==> config.mk <==
export PLATFORM = sky130hd
export DESIGN_NAME = crlu_top
export DESIGN_NICKNAME = d
export VERILOG_FILES = /design/src/rtl/crlu_pkg.sv /design/src/rtl/crlu_bitop.sv /design/src/rtl/crlu_fieldsrc.sv /design/src/rtl/crlu_store.sv /design/src/rtl/crlu_top.sv
export SDC_FILE = /design/constraint.sdc
export NUM_CORES = 1
export LEC_CHECK = 0
export ABC_AREA = 1
export BUFFER_PORTS_ARGS = -buffer_cell sky130_fd_sc_hd__clkbuf_2
export CORE_MARGIN = 1
export CORE_UTILIZATION = 45
export DETAILED_ROUTE_END_ITERATION = 8
export HOLD_SLACK_MARGIN = 0.12
export PLACE_DENSITY_LB_ADDON = 0.1
export SYNTH_ARGS = -nofsm -noshare
export SYNTH_HDL_FRONTEND = slang
export SYNTH_SLANG_ARGS = --single-unit
==> constraint.sdc <==
create_clock -name clk -period 2.4 [get_ports clk]
set_input_delay 0.48 -clock clk [delete_from_list [all_inputs] [get_ports clk]]
set_output_delay 0.48 -clock clk [all_outputs]
set_load 0.02 [all_outputs]
==> src/rtl/crlu_pkg.sv <==
package crlu_pkg;
  typedef enum logic [3:0] {
    OP_NOP      = 4'h0,
    OP_MOVE_IN  = 4'h1,
    OP_FCOPY    = 4'h2,
    OP_EXC_XFER = 4'h3,
    OP_AND      = 4'h8,
    OP_ANDC     = 4'h9,
    OP_OR       = 4'hA,
    OP_ORC      = 4'hB,
    OP_XOR      = 4'hC,
    OP_NAND     = 4'hD,
    OP_NOR      = 4'hE,
    OP_EQV      = 4'hF
  } crlu_op_e;

  // bit operations share opcode bit 3; low three bits select the function
  function automatic logic op_is_bitop(input logic [3:0] op);
    return op[3];
  endfunction
endpackage

==> src/rtl/crlu_bitop.sv <==
module crlu_bitop #(
  parameter int CR_W  = 32,
  parameter int IDX_W = $clog2(CR_W)
) (
  input  logic [CR_W-1:0]  cr,
  input  logic [IDX_W-1:0] idx_a,
  input  logic [IDX_W-1:0] idx_b,
  input  logic [2:0]       fn,
  output logic             res
);
  localparam logic [IDX_W-1:0] TOP = IDX_W'(CR_W - 1);

  logic [IDX_W-1:0] pos_a, pos_b;
  logic             va, vb;

  // index 0 addresses the most significant bit
  assign pos_a = TOP - idx_a;
  assign pos_b = TOP - idx_b;
  assign va    = cr[pos_a];
  assign vb    = cr[pos_b];

  always_comb begin
    unique case (fn)
      3'd0: res = va & vb;
      3'd1: res = va & ~vb;
      3'd2: res = va | vb;
      3'd3: res = va | ~vb;
      3'd4: res = va ^ vb;
      3'd5: res = ~(va & vb);
      3'd6: res = ~(va | vb);
      default: res = ~(va ^ vb);
    endcase
  end

  // with both sources on the same bit, xnor and or-complement give 1 and xor gives 0
  always_comb begin
    if (idx_a == idx_b && (fn == 3'd7 || fn == 3'd3))
      assert_same_src_one_R6: assert (res == 1'b1);
    if (idx_a == idx_b && fn == 3'd4)
      assert_same_src_zero_R6: assert (res == 1'b0);
  end
endmodule

==> src/rtl/crlu_fieldsrc.sv <==
module crlu_fieldsrc #(
  parameter int CR_W   = 32,
  parameter int FLD_W  = 4,
  parameter int N_FLD  = CR_W / FLD_W,
  parameter int FIDX_W = $clog2(N_FLD)
) (
  input  logic [CR_W-1:0]   cr,
  input  logic [FIDX_W-1:0] src_fld,
  input  logic [FLD_W-1:0]  exc_top,
  input  logic              use_exc,
  output logic [FLD_W-1:0]  nib
);
  logic [FLD_W-1:0] fld [N_FLD];

  // field 0 is the most significant nibble
  for (genvar g = 0; g < N_FLD; g++) begin : g_split
    assign fld[g] = cr[(N_FLD-1-g)*FLD_W +: FLD_W];
  end

  assign nib = use_exc ? exc_top : fld[src_fld];
endmodule

==> src/rtl/crlu_store.sv <==
module crlu_store #(
  parameter int CR_W   = 32,
  parameter int FLD_W  = 4,
  parameter int N_FLD  = CR_W / FLD_W,
  parameter int FIDX_W = $clog2(N_FLD),
  parameter int IDX_W  = $clog2(CR_W),
  parameter int LOW_W  = $clog2(FLD_W)
) (
  input  logic              clk,
  input  logic              rst,
  input  logic              load_all,
  input  logic [CR_W-1:0]   word,
  input  logic              fld_we,
  input  logic [FIDX_W-1:0] fld_tgt,
  input  logic [FLD_W-1:0]  fld_nib,
  input  logic              bit_we,
  input  logic [IDX_W-1:0]  bit_tgt,
  input  logic              bit_val,
  output logic [CR_W-1:0]   cr_q
);
  localparam logic [LOW_W-1:0] LOW_TOP = LOW_W'(FLD_W - 1);

  logic [FIDX_W-1:0] bit_fld;
  logic [LOW_W-1:0]  bit_pos;

  assign bit_fld = bit_tgt[IDX_W-1 -: FIDX_W];
  assign bit_pos = LOW_TOP - bit_tgt[LOW_W-1:0];

  for (genvar g = 0; g < N_FLD; g++) begin : g_fld
    logic [FLD_W-1:0] q;
    logic             hit_f, hit_b;
    assign hit_f = fld_we && (fld_tgt == FIDX_W'(g));
    assign hit_b = bit_we && (bit_fld == FIDX_W'(g));

    always_ff @(posedge clk) begin
      if (rst)
        q <= '0;
      else if (load_all)
        q <= word[(N_FLD-1-g)*FLD_W +: FLD_W];
      else if (hit_f)
        q <= fld_nib;
      else if (hit_b)
        q[bit_pos] <= bit_val;
    end

    assign cr_q[(N_FLD-1-g)*FLD_W +: FLD_W] = q;
  end

  // field mask used only by the checks below
  logic [CR_W-1:0] fmask;
  assign fmask = {{FLD_W{1'b1}}, {(CR_W-FLD_W){1'b0}}} >> (int'(fld_tgt) * FLD_W);

  assert_reset_clears_R1: assert property (@(posedge clk)
    rst |=> cr_q == '0);

  assert_move_in_R2: assert property (@(posedge clk) disable iff (rst)
    load_all |=> cr_q == $past(word));

  assert_field_only_R7: assert property (@(posedge clk) disable iff (rst)
    (fld_we && !load_all) |=> ((cr_q ^ $past(cr_q)) & ~$past(fmask)) == '0);

  assert_one_bit_R7: assert property (@(posedge clk) disable iff (rst)
    (bit_we && !load_all && !fld_we) |=> $countones(cr_q ^ $past(cr_q)) <= 1);

  assert_hold_R8: assert property (@(posedge clk) disable iff (rst)
    (!load_all && !fld_we && !bit_we) |=> $stable(cr_q));
endmodule

==> src/rtl/crlu_top.sv <==
module crlu_top
  import crlu_pkg::*;
#(
  parameter int CR_W  = 32,
  parameter int FLD_W = 4
) (
  input  logic                      clk,
  input  logic                      rst,
  input  logic                      cmd_valid,
  output logic                      cmd_ready,
  input  logic [3:0]                cmd_op,
  input  logic [$clog2(CR_W)-1:0]   cmd_a,
  input  logic [$clog2(CR_W)-1:0]   cmd_b,
  input  logic [$clog2(CR_W)-1:0]   cmd_d,
  input  logic [CR_W-1:0]           cmd_word,
  input  logic [CR_W-1:0]           exc_in,
  output logic [CR_W-1:0]           exc_out,
  output logic [CR_W-1:0]           cr_out
);
  localparam int N_FLD  = CR_W / FLD_W;
  localparam int FIDX_W = $clog2(N_FLD);
  localparam int IDX_W  = $clog2(CR_W);

  logic             acc;
  logic             is_move, is_copy, is_xfer, is_bit;
  logic [FLD_W-1:0] nib;
  logic             bit_res;

  assign cmd_ready = ~rst;
  assign acc       = cmd_valid & cmd_ready;
  assign is_move   = acc && (cmd_op == OP_MOVE_IN);
  assign is_copy   = acc && (cmd_op == OP_FCOPY);
  assign is_xfer   = acc && (cmd_op == OP_EXC_XFER);
  assign is_bit    = acc && op_is_bitop(cmd_op);

  // the transfer takes the top nibble and returns it cleared
  assign exc_out = is_xfer ? {{FLD_W{1'b0}}, exc_in[CR_W-FLD_W-1:0]} : exc_in;

  crlu_fieldsrc #(.CR_W(CR_W), .FLD_W(FLD_W)) u_fsrc (
    .cr      (cr_out),
    .src_fld (cmd_a[FIDX_W-1:0]),
    .exc_top (exc_in[CR_W-1 -: FLD_W]),
    .use_exc (is_xfer),
    .nib     (nib)
  );

  crlu_bitop #(.CR_W(CR_W)) u_bop (
    .cr    (cr_out),
    .idx_a (cmd_a),
    .idx_b (cmd_b),
    .fn    (cmd_op[2:0]),
    .res   (bit_res)
  );

  crlu_store #(.CR_W(CR_W), .FLD_W(FLD_W)) u_store (
    .clk      (clk),
    .rst      (rst),
    .load_all (is_move),
    .word     (cmd_word),
    .fld_we   (is_copy | is_xfer),
    .fld_tgt  (cmd_d[FIDX_W-1:0]),
    .fld_nib  (nib),
    .bit_we   (is_bit),
    .bit_tgt  (cmd_d[IDX_W-1:0]),
    .bit_val  (bit_res),
    .cr_q     (cr_out)
  );

  function automatic logic [FLD_W-1:0] field_of(input logic [CR_W-1:0] w,
                                                input logic [FIDX_W-1:0] f);
    return w[(N_FLD-1-int'(f))*FLD_W +: FLD_W];
  endfunction

  assert_ready_in_reset_R1: assert property (@(posedge clk)
    rst |-> !cmd_ready);

  assert_copy_field_R3: assert property (@(posedge clk) disable iff (rst)
    is_copy |=> field_of(cr_out, $past(cmd_d[FIDX_W-1:0]))
               == field_of($past(cr_out), $past(cmd_a[FIDX_W-1:0])));

  assert_xfer_field_R4: assert property (@(posedge clk) disable iff (rst)
    is_xfer |=> field_of(cr_out, $past(cmd_d[FIDX_W-1:0]))
               == $past(exc_in[CR_W-1 -: FLD_W]));

  assert_xfer_clears_R5: assert property (@(posedge clk) disable iff (rst)
    is_xfer |-> (exc_out[CR_W-1 -: FLD_W] == '0 &&
                 exc_out[CR_W-FLD_W-1:0] == exc_in[CR_W-FLD_W-1:0]));

  assert_exc_pass_R5: assert property (@(posedge clk) disable iff (rst)
    !is_xfer |-> exc_out == exc_in);

  assert_bad_op_R8: assert property (@(posedge clk) disable iff (rst)
    (acc && cmd_op[3:2] == 2'b01) |=> $stable(cr_out));
endmodule

==> results of run 1 <==
-- how the worst min path moves through the flow --
stage                     depth (start not counted)                  start               endpoint
after CTS                                         5           cmd_word[24]  u_store.g_fld[1].q[0]
after global routing                              2  u_store.g_fld[6].q[0]  u_store.g_fld[6].q[0]
after floorplan                                   2  u_store.g_fld[5].q[2]  u_store.g_fld[5].q[2]
final                                             2  u_store.g_fld[6].q[0]  u_store.g_fld[6].q[0]
after detailed placement                          2  u_store.g_fld[6].q[0]  u_store.g_fld[6].q[0]
after global placement                            2  u_store.g_fld[6].q[0]  u_store.g_fld[6].q[0]
-- stage by stage --
| step | TNS (ns) | hold WS (ns) | std cells |
|---|---|---|---|
| after floorplan | -0.4949 | 0.5608 | 673 |
| after global routing | -1.696 | 0.5318 | 899 |
| after detailed placement | -13.98 | 0.5143 | 883 |
| after global placement | -11.58 | 0.5105 | 883 |
| final | -0.01995 | 0.5014 | 899 |
| after CTS | 0 | 0.5138 | 893 |
-- cells by family after synthesis --
group,Yosys count,synth area share [%]
buffers and inverters,127,16.75
AO/OA/AOI/OAI,99,14.37
AND/OR/NAND/NOR,411,51.38
adder cells (fa/ha/maj),4,1.269
flip-flops,32,16.24
-- per-layer routing --
metal | up-vias | wire length, µm | share of wire [%]
met5 | - | 0 | 0
met4 | 0 | 644 | 3.9
met1 | 2309 | 6713 | 41
met2 | 313 | 7455 | 46
met3 | 64 | 1503 | 9.2
li1 | 2420 | - | -
-- cells in the final DEF (no fill, tap or decap), types with 3 or more instances in the layout --
master / n
nor2_2: 5
nor2_4: 11
o21ai_1: 16
nor2_1: 50
inv_2: 12
buf_6: 6
nand2_2: 19
nand2_8: 3
nand3_4: 7
nand4_1: 16
inv_1: 54
o21ai_0: 34
dfxtp_2: 13
or2_2: 10
nand2_1: 160
a21oi_1: 15
clkbuf_16: 3
buf_12: 3
nand3_1: 96
buf_4: 60
clkbuf_2: 91
o21ai_2: 5
nor2_8: 5
nand3_2: 13
a21oi_2: 15
nand2_4: 10
o221ai_1: 3
clkbuf_8: 5
ha_4: 3
dfxtp_1: 18
-- worst max-delay path, delay by kind of cell --
family | cells | cell delay [ns]
adders and majority gates | 1 | 0.12
buffers and inverters | 6 | 0.58
and+or+nand+nor | 15 | 1.42
-- power by group through the flow --
stage | combinational [mW] | clock, mW | sequential (mW)
global placement | 0.456 | 0 | 0.557
finish | 0.584 | 0.410 | 0.545
floorplan | 0.344 | 0 | 0.561
global route | 0.626 | 0.432 | 0.545
detailed placement | 0.462 | 0 | 0.557
CTS | 0.490 | 0.408 | 0.545
-- area by class of cell --
type / instances / area [µm²] / area share (%)
Clock buffer: 6 / 72.57 / 1.365
Clock inverter: 1 / 5.005 / 0.09416
Inverter: 75 / 320.3 / 6.026
Multi-Input combinational cell: 515 / 3000 / 56.45
Sequential cell: 32 / 660.6 / 12.43
Tap cell: 105 / 131.4 / 2.472
Timing Repair Buffer: 163 / 1109 / 20.86
Timing Repair inverter: 2 / 16.27 / 0.3060
-- repair_timing --
action,4_1_cts,5_1_grt
pin swaps,2,37
setup endpoints to repair,32,32
buffers inserted,0,3
cloned,3,3
resized for setup,31,85
==> flow_metrics.env, run 1 <==
export IMPL_cpMaxStageDelayCell="clkbuf_16"
export IMPL_grt_use_met2_pct=57.02
export IMPL_fin_nets=884
export IMPL_cts_tree="done"
export IMPL_cts_hold_buf=0
export IMPL_pwr_share_comb_pct=38.0
export IMPL_syn_avg_cell_area_um2=5.862
export IMPL_drive_above_1_share_pct=39.92
export IMPL_total_power_mw=1.538
export IMPL_clock_root_buffer="clkbuf_8"
export IMPL_yosysUniqueCellTypes=41
export IMPL_first_global_vias=4605
export IMPL_arrival_ns=2.60
export IMPL_dp_hpwl_um=12640
export IMPL_clockBufferDepth=2
export IMPL_syn_to_final_growth_pct=34.73
export IMPL_yosysTopAreaCell="nand2_1"
export IMPL_r2r_end="u_store.g_fld[3].q[3]"
export IMPL_max_stage_delay_ns=0.16
export IMPL_crit_end="u_store.g_fld[3].q[3]"
export IMPL_worstHoldPathType="flop to flop"
export IMPL_top_regs="u_store.g_fld.q (32)"
export IMPL_die_y_um=95.63
export IMPL_violations="negative setup slack"
export IMPL_place_gp_congestion=1.053
export IMPL_synth_seq_cells=32
export IMPL_cts_buffers=5
export IMPL_synth_seq_area_share_pct=16.24
export IMPL_synth_async_reset_ratio_pct=0
export IMPL_max_cap_violations=0
export IMPL_worstPathCellList="clkbuf_16 > buf_6 > nand2_1 > nand3_1 > nand3_1 > nand3_1 > nand3_1 > nand2_2 > inv_2 > buf_6 > ha_4 > nand2_1 > nand2_1 > nand2_2 > nor2_4 > nand2_8 > nand2_8 > inv_8 > nand2_4 > nand4_1 > nand2_1 > inv_1"
export IMPL_synthCells=673
export IMPL_utilization_pct=63.73
export IMPL_htree_levels=2
export IMPL_fin_area_um2=5315
export IMPL_die_w_um=95.63
export IMPL_power_density_nw_per_um2=289.4
export IMPL_antenna_found_initial=0
export IMPL_fillers=835
export IMPL_critPathKind="input pin to flop"
export IMPL_cp_start_kind="input pin"
export IMPL_power_share_switching_pct=37.71
export IMPL_use_met3_pct=4.386
export IMPL_crit_path_end_kind="flop"
export IMPL_finalHoldViolations=0
export IMPL_met1_usage_pct=48.42
export IMPL_antenna_cells=0
export IMPL_drt_initial_drc_count=407
export IMPL_top_usage_layer="met2"
export IMPL_start_util_pct=47.30
export IMPL_syn_nets=763
export IMPL_reg2reg_slack_ns=0.01
export IMPL_die_area_um2=9145
export IMPL_irDropWorstVdd_mv=0.2049
export IMPL_clk_pin_slew_ns=0.07
export IMPL_place_ws_ns=-0.5179
export IMPL_synth_top_flop_cell="dfxtp_1"
export IMPL_clkLatencyLatePin_ns=0.29
export IMPL_fmax_mhz=413.9
export IMPL_rows=33
export IMPL_clock_skew_ns=0.009415
export IMPL_timing_rr_start="u_store.g_fld[7].q[3]"
export IMPL_syn_area_um2=3945
export IMPL_synth_edf_count=0
export IMPL_synth_top_area_share_pct=17.03
export IMPL_reg2regPathDepth=19
export IMPL_required_ns=2.59
export IMPL_place_area_um2=4723
export IMPL_grt_usage_pct=35.87
export IMPL_min_period_ns=2.416
export IMPL_worst_slack_ns=-0.01626
export IMPL_yosysWarnings=0
export IMPL_timing_final_crit_share_pct=100.7
export IMPL_status="complete, but fails checks"
export IMPL_grt_start_max_net_pins=25
export IMPL_vias_per_cell=5.680
export IMPL_largest_register_ffs=32
export IMPL_yosys_top_cells_area="nand2_1 17%, dfxtp_1 16%, nand3_1 14%, buf_4 6.3%, inv_1 5.8%"
export IMPL_worst_path_max_fanout=8
export IMPL_seqPwrFrac_pct=35.4
export IMPL_drtAntennaViolNets=0
export IMPL_finalSetupViolations=2
export IMPL_gr_total_overflow=0
export IMPL_grt_setup_unrepaired="true"
export IMPL_maxSlewHeadroom_pct=66.62
export IMPL_first_pass_iters=5
export IMPL_timing_critical_path_from="cmd_a[0]"
export IMPL_wl_per_cell_um=18.15
export IMPL_p_int_mw=0.9582
export IMPL_final_max_slew_viol_count=0
export IMPL_tightest_slew_ns=0.4955
export IMPL_fp_coreArea_um2=8341
export IMPL_yosysMostFrequentCell="nand2_1"
export IMPL_drc=0
export IMPL_synth_common_cells="179 x nand2_1, 114 x nand3_1, 61 x inv_1, 53 x nor2_1, 43 x o21ai_0"
export IMPL_grt_pass1_wl_um=24320
export IMPL_regMostFlops="u_store.g_fld.q"
export IMPL_top_level_ports=151
export IMPL_port_buffers=94
export IMPL_leakagePower_nw=2.776
export IMPL_vias=5106
export IMPL_pwr_share_clk_pct=26.6
export IMPL_cts_sinks=32
export IMPL_p_switching_mw=0.5802
export IMPL_drt_wl_total_um=16320
Note: power is estimated with default switching activity, not from simulation.
==> inputs of run 2 (changes only) <==
SYNTH_HIERARCHICAL = 1   (was not set)
==> run 2 against run 1 <==
The run still ends with negative setup slack left. Fmax is 11% lower. Clock skew is 0.0013 ns lower. Worst hold slack better by 0.012 ns. Count of clock-buffer cells in the layout stayed put. Core utilization is 0.33 points lower. Setup slack worse by 0.30 ns. Register-to-register slack worse by 0.33 ns. Largest power group unchanged.
==> flow_metrics.env, run 2 <==
export IMPL_status="complete, but fails checks"
export IMPL_violations="negative setup slack"
export IMPL_r2r_end="u_store/g_fld[6].q[0]"
export IMPL_arrival_ns=2.93
export IMPL_hold_path_cell_count=5
export IMPL_synth_top_flop_cell="dfxtp_1"
export IMPL_final_instance_count_excl_fill=971
export IMPL_gr_total_overflow=0
export IMPL_syn_nets=825
export IMPL_drtAntennaViolNets=0
export IMPL_final_max_slew_viol_count=0
export IMPL_port_buffers=94
export IMPL_die_area_um2=9437
export IMPL_irDropWorstVdd_mv=0.2678
export IMPL_cp_start_kind="input pin"
export IMPL_timing_final_crit_share_pct=113.2
export IMPL_top_regs="u_store/g_fld.q (32)"
export IMPL_clock_root_buffer="clkbuf_8"
export IMPL_synth_async_reset_ratio_pct=0
export IMPL_grt_setup_unrepaired="true"
export IMPL_die_w_um=97.15
export IMPL_first_global_vias=5081
export IMPL_start_util_pct=46.49
export IMPL_first_pass_iters=5
export IMPL_cts_tree="done"
export IMPL_reg2regPathDepth=20
export IMPL_leakagePower_nw=2.766
export IMPL_regMostFlops="u_store/g_fld.q"
export IMPL_tightest_slew_ns=0.6777
export IMPL_synth_top_area_share_pct=23.50
export IMPL_worst_path_max_fanout=6
export IMPL_layout_common_cells="220 x nand2_1, 146 x nand3_1, 92 x clkbuf_2"
export IMPL_cts_buffers=5
export IMPL_final_common_cell="nand2_1"
export IMPL_largest_register_ffs=32
export IMPL_timing_rr_start="u_store/g_fld[7].q[1]"
export IMPL_clkLatencyLatePin_ns=0.29
export IMPL_clk_pin_slew_ns=0.07
export IMPL_dp_hpwl_um=12030
export IMPL_yosysUniqueCellTypes=28
export IMPL_antenna_cells=0
export IMPL_syn_area_um2=4074
export IMPL_crit_path_end_kind="flop"
export IMPL_cts_sinks=32
export IMPL_cts_hold_buf=0
export IMPL_grt_usage_pct=33.31
export IMPL_reg2reg_slack_ns=-0.32
export IMPL_worst_slack_ns=-0.3177
export IMPL_clock_skew_ns=0.008138
export IMPL_yosysWarnings=6
export IMPL_drive_above_1_share_pct=40.67
export IMPL_clockBufferDepth=2
export IMPL_rows=34
export IMPL_yosysMostFrequentCell="nand2_1"
export IMPL_syn_to_final_growth_pct=36.36
export IMPL_yosys_top_cells_area="nand2_1 23%, nand3_1 23%, dfxtp_1 16%, buf_4 5.3%, inv_1 5.0%"
export IMPL_vias_per_cell=5.611
export IMPL_grt_pass1_wl_um=25290
export IMPL_antenna_found_initial=0
export IMPL_synth_edf_count=0
export IMPL_synth_seq_area_share_pct=15.72
export IMPL_required_ns=2.61
export IMPL_fmax_mhz=368.0
export IMPL_synthCells=735
export IMPL_vias=5448
export IMPL_drt_wl_total_um=16080
export IMPL_place_ws_ns=-0.5362
export IMPL_wl_per_cell_um=16.56
export IMPL_drc=0
export IMPL_fp_coreArea_um2=8763
export IMPL_place_area_um2=4962
export IMPL_synth_common_cells="255 x nand2_1, 190 x nand3_1, 54 x inv_1, 33 x a21oi_1, 32 x dfxtp_1"
export IMPL_placed_cells=956
export IMPL_htree_levels=2
export IMPL_fillers=894
export IMPL_max_cap_violations=0
export IMPL_maxSlewHeadroom_pct=54.75
export IMPL_worstHoldPathType="input pin to flop"
export IMPL_drt_initial_drc_count=466
export IMPL_finalSetupViolations=32
export IMPL_finalHoldViolations=0
export IMPL_top_level_ports=151
export IMPL_hold_end="u_store/g_fld[7].q[2]"
export IMPL_syn_avg_cell_area_um2=5.543
export IMPL_die_y_um=97.15
export IMPL_min_delay_start="cmd_word[2]"
export IMPL_fin_nets=952
export IMPL_synth_seq_cells=32
export IMPL_fin_area_um2=5555
export IMPL_power_density_nw_per_um2=276.9
export IMPL_critPathKind="input pin to flop"
export IMPL_place_gp_congestion=0.9398
export IMPL_yosysTopAreaCell="nand2_1"
export IMPL_grt_start_max_net_pins=48
export IMPL_min_period_ns=2.718
[run 2: changes by cell type in the layout (fill, tap and decap cells not counted), sizes merged, moves of 3 or more]
cell,delta
a21oi,+8
a31oi,-3
buf,+16
clkinv,-3
inv,-6
nand2,+74
nand3,+75
nand4,-15
nor2,-35
o21ai,-48
o221ai,-4
or2,+17
[run 2: worst max path at each step]
stage	slack, ns	endpoint	startpoint	depth (start not counted)
floorplan	-0.05	u_store/g_fld[2].q[1]	cmd_b[0]	20
global placement	-0.50	u_store/g_fld[7].q[0]	cmd_a[0]	21
detailed placement	-0.54	u_store/g_fld[7].q[0]	cmd_b[0]	21
CTS	-0.21	u_store/g_fld[0].q[0]	cmd_b[0]	24
global route	-0.44	u_store/g_fld[7].q[0]	cmd_b[0]	24
finish	-0.32	u_store/g_fld[6].q[0]	cmd_b[0]	22
[run 2: layout make-up]
| cell class | instances | area (µm²) | share of cell area (%) |
|---|---|---|---|
| multi-input combinational | 579 | 3109 | 55.97 |
| sequential | 32 | 641.9 | 11.55 |
| tap | 108 | 135.1 | 2.432 |
| timing repair buffer | 178 | 1286 | 23.15 |
| clock inverter | 2 | 10.01 | 0.1802 |
| inverter | 65 | 279.0 | 5.023 |
| timing repair inverter | 1 | 11.26 | 0.2027 |
| clock buffer | 6 | 82.58 | 1.486 |
[run 2: worst max-delay path: stages]
cell and delay (ns):
clkbuf_16 0.13, buf_12 0.13, buf_12 0.13, nand2_4 0.07, nand3_2 0.08, nand3_2 0.07, nand2_2 0.06, nand2_2 0.08
nand2_2 0.06, nand2_2 0.05, nand2_2 0.08, ha_1 0.19, nor2_1 0.10, a211oi_1 0.06, o31ai_2 0.23, inv_2 0.15
nor2_4 0.26, buf_6 0.14, nand2_2 0.06, nand3_2 0.07, nand3_2 0.06, a21oi_1 0.15
[run 2: timing repair]
action,in CTS,in global routing
setup endpoints to repair,32,32
gates resized for setup,61,51
buffers inserted,6,0
pin swaps,39,33
cloned,2,0
[run 2: layer usage]
metal  track usage, %  up-vias  wire (µm)
li1                 -     2606          -
met1            43.07     2492       6412
met2            55.90      287       7491
met3            3.669       63       1453
met4            14.35        0        725
met5                0        -          0
[run 2: logic make-up (layout without fill, tap and decap cells)]
group	after synthesis	count (layout)	share of synthesized area (%)
flops	32	32	15.72
fa+ha+maj	4	4	1.229
compound gates	50	50	6.910
buf+inv	124	252	18.09
simple gates	525	525	58.05
[run 2: power breakdown]
group          internal (mW)  switching (mW)
Clock                  0.229           0.227
Sequential             0.534         0.00546
Combinational          0.216           0.327
[run 2: metrics by stage]
step	utilization (%)	power (mW)	hold slack, ns	setup TNS [ns]
6_report	63.39	1.539	0.5135	-6.361
2_1_floorplan	-	0.8899	0.5936	-0.9568
5_1_grt	63.39	1.608	0.5364	-10.98
4_1_cts	61.29	1.508	0.5119	-4.849
3_5_place_dp	56.62	1.015	0.5780	-14.91
3_3_place_gp	56.62	1.009	0.5736	-13.71
